==> config.mk <==
export PLATFORM = sky130hd
export DESIGN_NAME = aclink_ctrl
export DESIGN_NICKNAME = d
export VERILOG_FILES = /design/src/rtl/aclink_ctrl_pkg.sv /design/src/rtl/aclink_ctl_bank.sv /design/src/rtl/aclink_ready_flags.sv /design/src/rtl/aclink_wake_detect.sv /design/src/rtl/aclink_ctrl.sv
export SDC_FILE = /design/constraint.sdc
export NUM_CORES = 1
export LEC_CHECK = 0
export CAP_MARGIN = 10
export CORE_UTILIZATION = 34
export DETAILED_ROUTE_END_ITERATION = 6
export PLACE_DENSITY = 0.77
export SLEW_MARGIN = 0
export SYNTH_ARGS = -nofsm -noshare
export SYNTH_HDL_FRONTEND = slang
export SYNTH_SLANG_ARGS = --single-unit
==> constraint.sdc <==
create_clock -name clk -period 1.25 [get_ports clk]
set_input_delay 0.25 -clock clk [delete_from_list [all_inputs] [get_ports clk]]
set_output_delay 0.25 -clock clk [all_outputs]
set_load 0.01 [all_outputs]
==> src/rtl/aclink_ctrl_pkg.sv <==
package aclink_ctrl_pkg;

    // Control word; the field order fixes the software bit positions
    // (link_en is bit 0, mic_sel is bit 4).
    typedef struct packed {
        logic mic_sel;
        logic warm_rst;
        logic wake_en;
        logic low_pwr;
        logic link_en;
    } ctl_bits_t;

    localparam int CTL_W       = $bits(ctl_bits_t);
    localparam int BIT_RDY_CLR = CTL_W;       // command bit above the control word

    typedef enum logic [1:0] {
        SEL_CTL_SET = 2'd0,
        SEL_CTL_CLR = 2'd1,
        SEL_STATUS  = 2'd2,
        SEL_NONE    = 2'd3
    } reg_sel_e;

    localparam int ADDR_CTL_SET = 0;
    localparam int ADDR_CTL_CLR = 1;
    localparam int ADDR_STATUS  = 2;

    function automatic reg_sel_e decode_addr(input int unsigned a);
        case (a)
            ADDR_CTL_SET: return SEL_CTL_SET;
            ADDR_CTL_CLR: return SEL_CTL_CLR;
            ADDR_STATUS:  return SEL_STATUS;
            default:      return SEL_NONE;
        endcase
    endfunction

    // Pin-side gating: warm reset beats low-power on SYNC.
    function automatic logic gate_sync(input ctl_bits_t c, input logic s);
        if (c.warm_rst)     return 1'b1;
        else if (c.low_pwr) return 1'b0;
        else                return s;
    endfunction

    function automatic logic gate_sdout(input ctl_bits_t c, input logic d);
        return c.low_pwr ? 1'b0 : d;
    endfunction

endpackage

==> src/rtl/aclink_ctl_bank.sv <==
module aclink_ctl_bank
    import aclink_ctrl_pkg::*;
(
    input  logic      clk,
    input  logic      rst,
    input  ctl_bits_t set_mask,
    input  ctl_bits_t clr_mask,
    output ctl_bits_t ctl_q
);
    ctl_bits_t ctl_next;

    // A clear wins over a set of the same bit.
    always_comb begin
        ctl_next = ctl_bits_t'((ctl_q | set_mask) & ~clr_mask);
    end

    always_ff @(posedge clk) begin
        if (rst) ctl_q <= '0;
        else     ctl_q <= ctl_next;
    end
endmodule

==> src/rtl/aclink_ready_flags.sv <==
module aclink_ready_flags #(
    parameter int NUM_CODEC = 2
) (
    input  logic                 clk,
    input  logic                 rst,
    input  logic [NUM_CODEC-1:0] set_pulse,
    input  logic                 clr_all,
    output logic [NUM_CODEC-1:0] rdy_q
);
    for (genvar n = 0; n < NUM_CODEC; n++) begin : g_flag
        always_ff @(posedge clk) begin
            if (rst)               rdy_q[n] <= 1'b0;
            else if (set_pulse[n]) rdy_q[n] <= 1'b1;
            else if (clr_all)      rdy_q[n] <= 1'b0;
        end
    end
endmodule

==> src/rtl/aclink_wake_detect.sv <==
module aclink_wake_detect #(
    parameter int NUM_CODEC   = 2,
    parameter int SYNC_STAGES = 2
) (
    input  logic                 clk,
    input  logic                 rst,
    input  logic [NUM_CODEC-1:0] sdin,
    input  logic                 wake_en,
    output logic                 wake_irq
);
    logic [NUM_CODEC-1:0] stage_q [SYNC_STAGES];
    logic [NUM_CODEC-1:0] sdin_sync;

    for (genvar s = 0; s < SYNC_STAGES; s++) begin : g_stage
        if (s == 0) begin : g_first
            always_ff @(posedge clk) begin
                if (rst) stage_q[s] <= '0;
                else     stage_q[s] <= sdin;
            end
        end else begin : g_next
            always_ff @(posedge clk) begin
                if (rst) stage_q[s] <= '0;
                else     stage_q[s] <= stage_q[s-1];
            end
        end
    end

    assign sdin_sync = stage_q[SYNC_STAGES-1];
    assign wake_irq  = wake_en & (|sdin_sync);
endmodule

==> src/rtl/aclink_ctrl.sv <==
module aclink_ctrl
    import aclink_ctrl_pkg::*;
#(
    parameter int ADDR_W      = 4,
    parameter int DATA_W      = 8,
    parameter int NUM_CODEC   = 2,
    parameter int SYNC_STAGES = 2
) (
    input  logic                 clk,
    input  logic                 rst,
    input  logic [ADDR_W-1:0]    addr_i,
    input  logic                 wr_en_i,
    input  logic [DATA_W-1:0]    wr_data_i,
    output logic [DATA_W-1:0]    rd_data_o,
    input  logic [NUM_CODEC-1:0] rdy_set_i,
    input  logic [NUM_CODEC-1:0] sdin_i,
    input  logic                 sync_i,
    input  logic                 sdout_i,
    output logic                 sync_o,
    output logic                 sdout_o,
    output logic                 acreset_n_o,
    output logic                 warm_rst_o,
    output logic                 mic_sel_o,
    output logic                 wake_irq_o
);
    localparam int HI_W = DATA_W - BIT_RDY_CLR - 1;

    reg_sel_e  sel;
    ctl_bits_t wr_ctl;
    ctl_bits_t set_mask;
    ctl_bits_t clr_mask;
    ctl_bits_t ctl_q;
    logic      rdy_clr;
    logic [NUM_CODEC-1:0] rdy_q;
    logic [HI_W-1:0] unused_wdata_hi;

    assign sel             = decode_addr(int'(addr_i));
    assign wr_ctl          = ctl_bits_t'(wr_data_i[CTL_W-1:0]);
    assign unused_wdata_hi = wr_data_i[DATA_W-1:BIT_RDY_CLR+1];

    always_comb begin
        set_mask = '0;
        clr_mask = '0;
        rdy_clr  = 1'b0;
        if (wr_en_i) begin
            unique case (sel)
                SEL_CTL_SET: begin
                    set_mask = wr_ctl;
                    rdy_clr  = wr_data_i[BIT_RDY_CLR];
                end
                SEL_CTL_CLR: clr_mask = wr_ctl;
                default: ;
            endcase
        end
    end

    aclink_ctl_bank u_bank (
        .clk      (clk),
        .rst      (rst),
        .set_mask (set_mask),
        .clr_mask (clr_mask),
        .ctl_q    (ctl_q)
    );

    aclink_ready_flags #(.NUM_CODEC(NUM_CODEC)) u_ready (
        .clk       (clk),
        .rst       (rst),
        .set_pulse (rdy_set_i),
        .clr_all   (rdy_clr),
        .rdy_q     (rdy_q)
    );

    aclink_wake_detect #(.NUM_CODEC(NUM_CODEC), .SYNC_STAGES(SYNC_STAGES)) u_wake (
        .clk      (clk),
        .rst      (rst),
        .sdin     (sdin_i),
        .wake_en  (ctl_q.wake_en),
        .wake_irq (wake_irq_o)
    );

    // Read mux
    always_comb begin
        rd_data_o = '0;
        unique case (sel)
            SEL_CTL_SET, SEL_CTL_CLR: rd_data_o[CTL_W-1:0] = ctl_q;
            SEL_STATUS:               rd_data_o[NUM_CODEC-1:0] = rdy_q;
            default: ;
        endcase
    end

    // Link-side outputs
    assign sync_o      = gate_sync(ctl_q, sync_i);
    assign sdout_o     = gate_sdout(ctl_q, sdout_i);
    assign acreset_n_o = ctl_q.link_en;
    assign warm_rst_o  = ctl_q.warm_rst;
    assign mic_sel_o   = ctl_q.mic_sel;
endmodule

### Word-level counts from Yosys, hierarchy flattened

Memory sizes are Yosys's and may differ from the RTL's.
Index checks and enable logic that the tools add are counted.

* bitwise logic cells: 6
* reductions and logical operators: 6
* muxes and demuxes: 20
* equal/unequal tests: 4

Operators with widths (count)
* 5-bit 2-to-1 mux: 4
* 1-bit 2-to-1 mux: 11
* 2-bit case mux with 3 select lines: 1
* 5-bit bitwise AND: 1
* 5-bit NOT: 1
* 5-bit bitwise OR: 1
* 4-bit by 1-bit equality test with 1-bit output, second input constant: 1
* 4-bit by 2-bit equality test with 1-bit output, second input constant: 1
* 4-bit logical NOT: 1
* 2-bit 2-to-1 mux: 2
* 2-bit case mux with 2 select lines: 1
* 2-bit nonzero test: 2
* 2-bit OR reduction: 2
* 3-bit 2-to-1 mux: 1
* 2-bit by 1-bit equality test with 1-bit output, second input constant: 1
* 2-bit equality test, second input constant: 1
* 2-bit logical NOT: 1
* 1-bit bitwise OR: 2
* 1-bit bitwise AND: 1

* RAM bits: 4
* memories kept: 1
* flip-flop bits (word level): 7
* word-level logic and storage cells: 44
* input bits: 21

Memories
* u_wake.stage_q: words 2, width 2, read ports 2, clocked after Yosys merged registers in 0, wr ports 2, line aclink_wake_detect.sv:11 `logic [NUM_CODEC-1:0] stage_q [SYNC_STAGES];`

### Depth between registers and ports, before layout

* depth after elaboration: 7
* mapped depth: 3

### Hierarchy

A second synthesis with hierarchy kept.

* cells, all modules: 69
* area, all modules: 558.0 um^2

Modules (own cells, without submodules)
* aclink_ctrl: cells an instance 37, times used 1, sequential area each 0.0 um^2, area an instance 226.5 um^2
* aclink_ctl_bank: cells an instance 15, times used 1, sequential area each 100.1 um^2, area an instance 148.9 um^2
* aclink_wake_detect: cells an instance 9, times used 1, sequential area each 80.1 um^2, area an instance 112.6 um^2
* aclink_ready_flags: cells an instance 8, times used 1, sequential area each 40.0 um^2, area an instance 70.1 um^2

### Least setup slack after synthesis

Ideal clock, no wire load.

* path kind: reg2out
* start: reg, netlist name u_bank.ctl_q[1]
* end: out rd_data_o[1]
* cell stages (with the launch flop): 4
* slack: 0.213 ns
* buffers on the path: 0
* arrival: 0.787 ns
* cells stage by stage: dfxtp_1 > inv_1 > o21a_1 > nor3_1

* word-level cells in the longest chain between the ends: 1

RTL lines
* 2-bit case mux with 2 select lines: line aclink_ctrl.sv:84 `unique case (sel)`
* to (decl): line aclink_ctrl.sv:14 `output logic [DATA_W-1:0] rd_data_o,`

Every way passes these cells.

### Worst setup path in the final report

* start: reg u_ready.rdy_q[0]
* end: out rd_data_o[0]

* word-level cells in the longest chain between the ends: 1

RTL lines
* from (decl): line aclink_ready_flags.sv:8 `output logic [NUM_CODEC-1:0] rdy_q`
* from (signal, indexed assignment): line aclink_ready_flags.sv:12 `if (rst) rdy_q[n] <= 1'b0;`
* from (signal, indexed assignment): line aclink_ready_flags.sv:13 `else if (set_pulse[n]) rdy_q[n] <= 1'b1;`
* from (signal, indexed assignment): line aclink_ready_flags.sv:14 `else if (clr_all) rdy_q[n] <= 1'b0;`
* 2-bit case mux with 2 select lines: line aclink_ctrl.sv:84

Every way passes these cells.

==> results by stage <==
Synth:
- The count of yosys warnings during synthesis is 0.
- In the post-synthesis netlist, the biggest area contributors are dfxtp_1 (42%), mux2i_1 (11%), nor2b_1 (7.1%).
- Summed over its instances, the top area cell type makes up 41.71% of the synthesized netlist area.
- In this run, synthesis produced a sequential element count of 11.
- The average cell area after synthesis is between 9 and 10 um2.
- The biggest area contributor in the post-synthesis netlist is dfxtp_1.
- The proportion of synthesized chip area in sequential cells is 41.71%.
- In this run the cell area of the synthesized design comes to 528.0 um2.
- The post-synthesis cell count is 57.
- Counting distinct cell types in the post-synthesis netlist gives 18.

Clock network:
- After clock tree synthesis, the clock-pin slew on the worst setup and hold paths is 0.07 ns.
- The tree is rooted in a clkbuf_4.
- The clock latency on the worst-skew pair is about 0.27 ns.
- In this run the number of H-tree levels came out at 1.
- TritonCTS built the clock tree.
- The clock drives 11 sinks.
- The total of hold buffers inserted after clock tree synthesis is 0.
- Buffers inserted during clock tree synthesis total 3.
- The maximum clock insertion buffer count is 2.

Pwr:
- The fraction of power spent switching nets is 23.46%.
- The combinational group share of total power is 19.1%.
- The peak ir drop on the vdd network is 0.6352 mV.
- Summed over all nets, the switching power comes to about 0.18 mW.
- Per report_power, the sequential group accounts for 48.8% of the total.
- Internal power comes to between 0.5 and 0.6 mW.
- Power spread over the standard cell area amounts to about 800 nW/um2.
- For this design the static power due to leakage is between 0.4 and 0.5 nW.
- The power share of the clock group is 32.1%.

Timing:
- Static timing analysis puts the maximum clock frequency at ~740 MHz.
- Counting I/O delays and the setup requirement, the final critical path takes roughly 1.4 ns.
- The smallest setup slack after layout is -0.1075 ns.
- Dividing the final minimum period by the clock period gives 108.6%.
- The count of endpoints failing hold in the final timing report was 0.
- Setup violations remaining at the end of the flow were counted as 3.
- The max-slew violation count was 0.
- The setup TNS is -0.2152 ns.
- Across the routed clock network, the largest skew measured is roughly 0.00016 ns.
- Setup repair after global routing could not meet its margin everywhere.
- Hold is met by roughly 0.44 ns.

Floorplan:
- The number of top-level pins is 35.
- Once the floorplan was initialized, standard cells occupied about two fifths of the core.
- The core region is 1366 um2.
- The floorplan has 13 rows.
- The height of the die is ~41 um.
- The overall die area is 1714 um2.
- The die width is approximately 41 um.

Placement:
- In this run the tool buffered the top-level ports with 29 buffer cells.
- The number of placed instances with taps included is approximately 110.
- After legalization and detailed placement, the total HPWL measured around 1000 um.
- The weighted congestion reported at the end of routability-driven placement is around 0.76.
- At the placement stage, the worst setup path has a slack of -0.8176 ns.

Global route:
- The number of antenna violations at the first check in global routing is 0.
- The pin count of the biggest net entering global routing is 12.
- The via count of the first global-routing pass was between 500 and 600.
- The first global-routing pass estimated about 2400 um of wire.
- For this run, the total global-route usage over all layers was measured as between 15 and 20%.
- The overflow left after global routing is 0.

Finish:
- The antenna diode count is 0.
- The count of cells in the finished layout, fillers not included, comes to 117.
- The most common cell after layout, fill and taps aside is clkdlybuf4s50_1.
- In the layout the commonest cells are clkdlybuf4s50_1 (14), buf_4 (12).
- Counting the fill cells in the layout gives between 100 and 150.
- The layout cell share with drive strength beyond 1 is approximately two fifths.
- The post-synthesis to final-layout area growth is 77.73%.
- The number of nets at the end of the flow is approximately 120.

Detailed routing:
- For this block, the via count after detailed routing is 545.
- The count of routing violations after the opening detailed-route iteration is 4.
- The detailed-route vias per instance is 4.658.
- The detail route stage leaves a number of antenna-violating nets equal to 0.
- The aggregate routed wire length is between 1000 and 1500 um.
- The first TritonRoute pass finished after 3 iterations.
- The average routed wire per standard cell is between 10 and 15 um.
- The remaining design rule violation count is 0.

Setup path:
- The worst setup path is captured at a primary output.
- For this run, the slowest stage of the critical path takes about 0.33 ns.
- The worst endpoint data arrival time is ~1.1 ns.
- The type of the worst setup path is reg2out.
- Along the worst path, the maximum fanout reaches 2.
- The worst setup path is launched from a register.
- The dominant delay contributor by cell family on the critical path is flip-flops.
- For this design, the slowest cell found on the critical path is dfxtp_2.
- The critical path goes through nor2b_1 -> mux2i_1 -> nor3_1 -> buf_2.
- For the worst setup path, the data required time is 1.00 ns.
- The worst path buffer plus inverter count is 1.

Status:
- The final reports fail on negative setup slack.
- The flow ran to the end, but the final reports show violations.

Min path:
- The class of the tightest hold or removal check is reg2reg.

Flow run:
- The number of max-capacitance violations reported is 0.
-- layout make-up --
class                      instances  area, um2  share of cell area, %
clock buffer                       4      26.28                  2.800
inverter                           1      3.754                 0.4000
multi-input combinational         43      300.3                  32.00
sequential                        11      226.5                  24.13
tap                               15      18.77                  2.000
timing repair buffer              43      362.8                  38.67
-- registers in the layout (all words and copies together), names as in the netlist --
signal          count
u_bank.ctl_q        5
u_ready.rdy_q       2
u_wake.stage_q      4
-- what timing repair did --
item                                    CTS  global route
setup buffers                             0             1
endpoints found under the setup margin   16            10
pin swaps                                 4             4
resized for setup                        48            12
-- kinds of logic (layout without fill, tap and decap cells) --
logic type             count (synthesis)  in the layout  share of synthesized area, %
DFF                                   11             11                         41.71
buffers and inverters                  5             48                         5.686
and+or+nand+nor                       29             29                         32.94
other                                  1              3                        0.7102
muxes                                  6              6                         11.37
AOI/OAI and AO/OA                      5              5                         7.583
-- cells in the mapped netlist --
master / number
nor4b_4: 1
buf_1: 1
nand3b_1: 1
inv_1: 1
dfxtp_1: 11
a311oi_1: 2
buf_4: 3
mux2i_1: 6
nand2b_1: 5
nor2_1: 4
and2_1: 3
conb_1: 1
a21o_1: 1
nor2b_1: 6
nor3_1: 3
or2_2: 1
nand2_1: 5
o21a_1: 2
-- layer usage --
layer	part of all wire, %	GRT usage (%)	up-vias
li1	-	-	275
met1	42	20.80	242
met2	50	30.31	24
met4	1.9	11.61	0
met3	6.3	5.217	4
met5	0	0	-
-- through the flow --
step | cell area [um2] | utilization [%] | total power, mW
3_5_place_dp | 915.9 | 67.03 | 0.5276
6_report | 938.4 | 68.68 | 0.7571
3_3_place_gp | 915.9 | 67.03 | 0.5236
2_1_floorplan | 535.5 | - | 0.4251
5_1_grt | 938.4 | 68.68 | 0.8032
4_1_cts | 909.6 | 66.58 | 0.7640
-- power groups by stage --
stage,Combinational [mW],Clock (mW),Sequential (mW)
floorplan,0.0497,0,0.375
CTS,0.144,0.251,0.369
global route,0.158,0.274,0.371
detailed placement,0.151,0,0.376
finish,0.145,0.243,0.369
global placement,0.148,0,0.375
-- final timing paths --
kind,start,to,slack (ns),cells after the start
worst min register to register,u_wake.stage_q[0][1],u_wake.stage_q[1][1],0.44,1
worst max-delay path,u_ready.rdy_q[0],rd_data_o[0],-0.11,4
worst max register to register,u_ready.rdy_q[0],u_ready.rdy_q[0],0.46,3
worst min-delay path,u_wake.stage_q[0][1],u_wake.stage_q[1][1],0.44,1
Power figures use the tool's default switching activity.
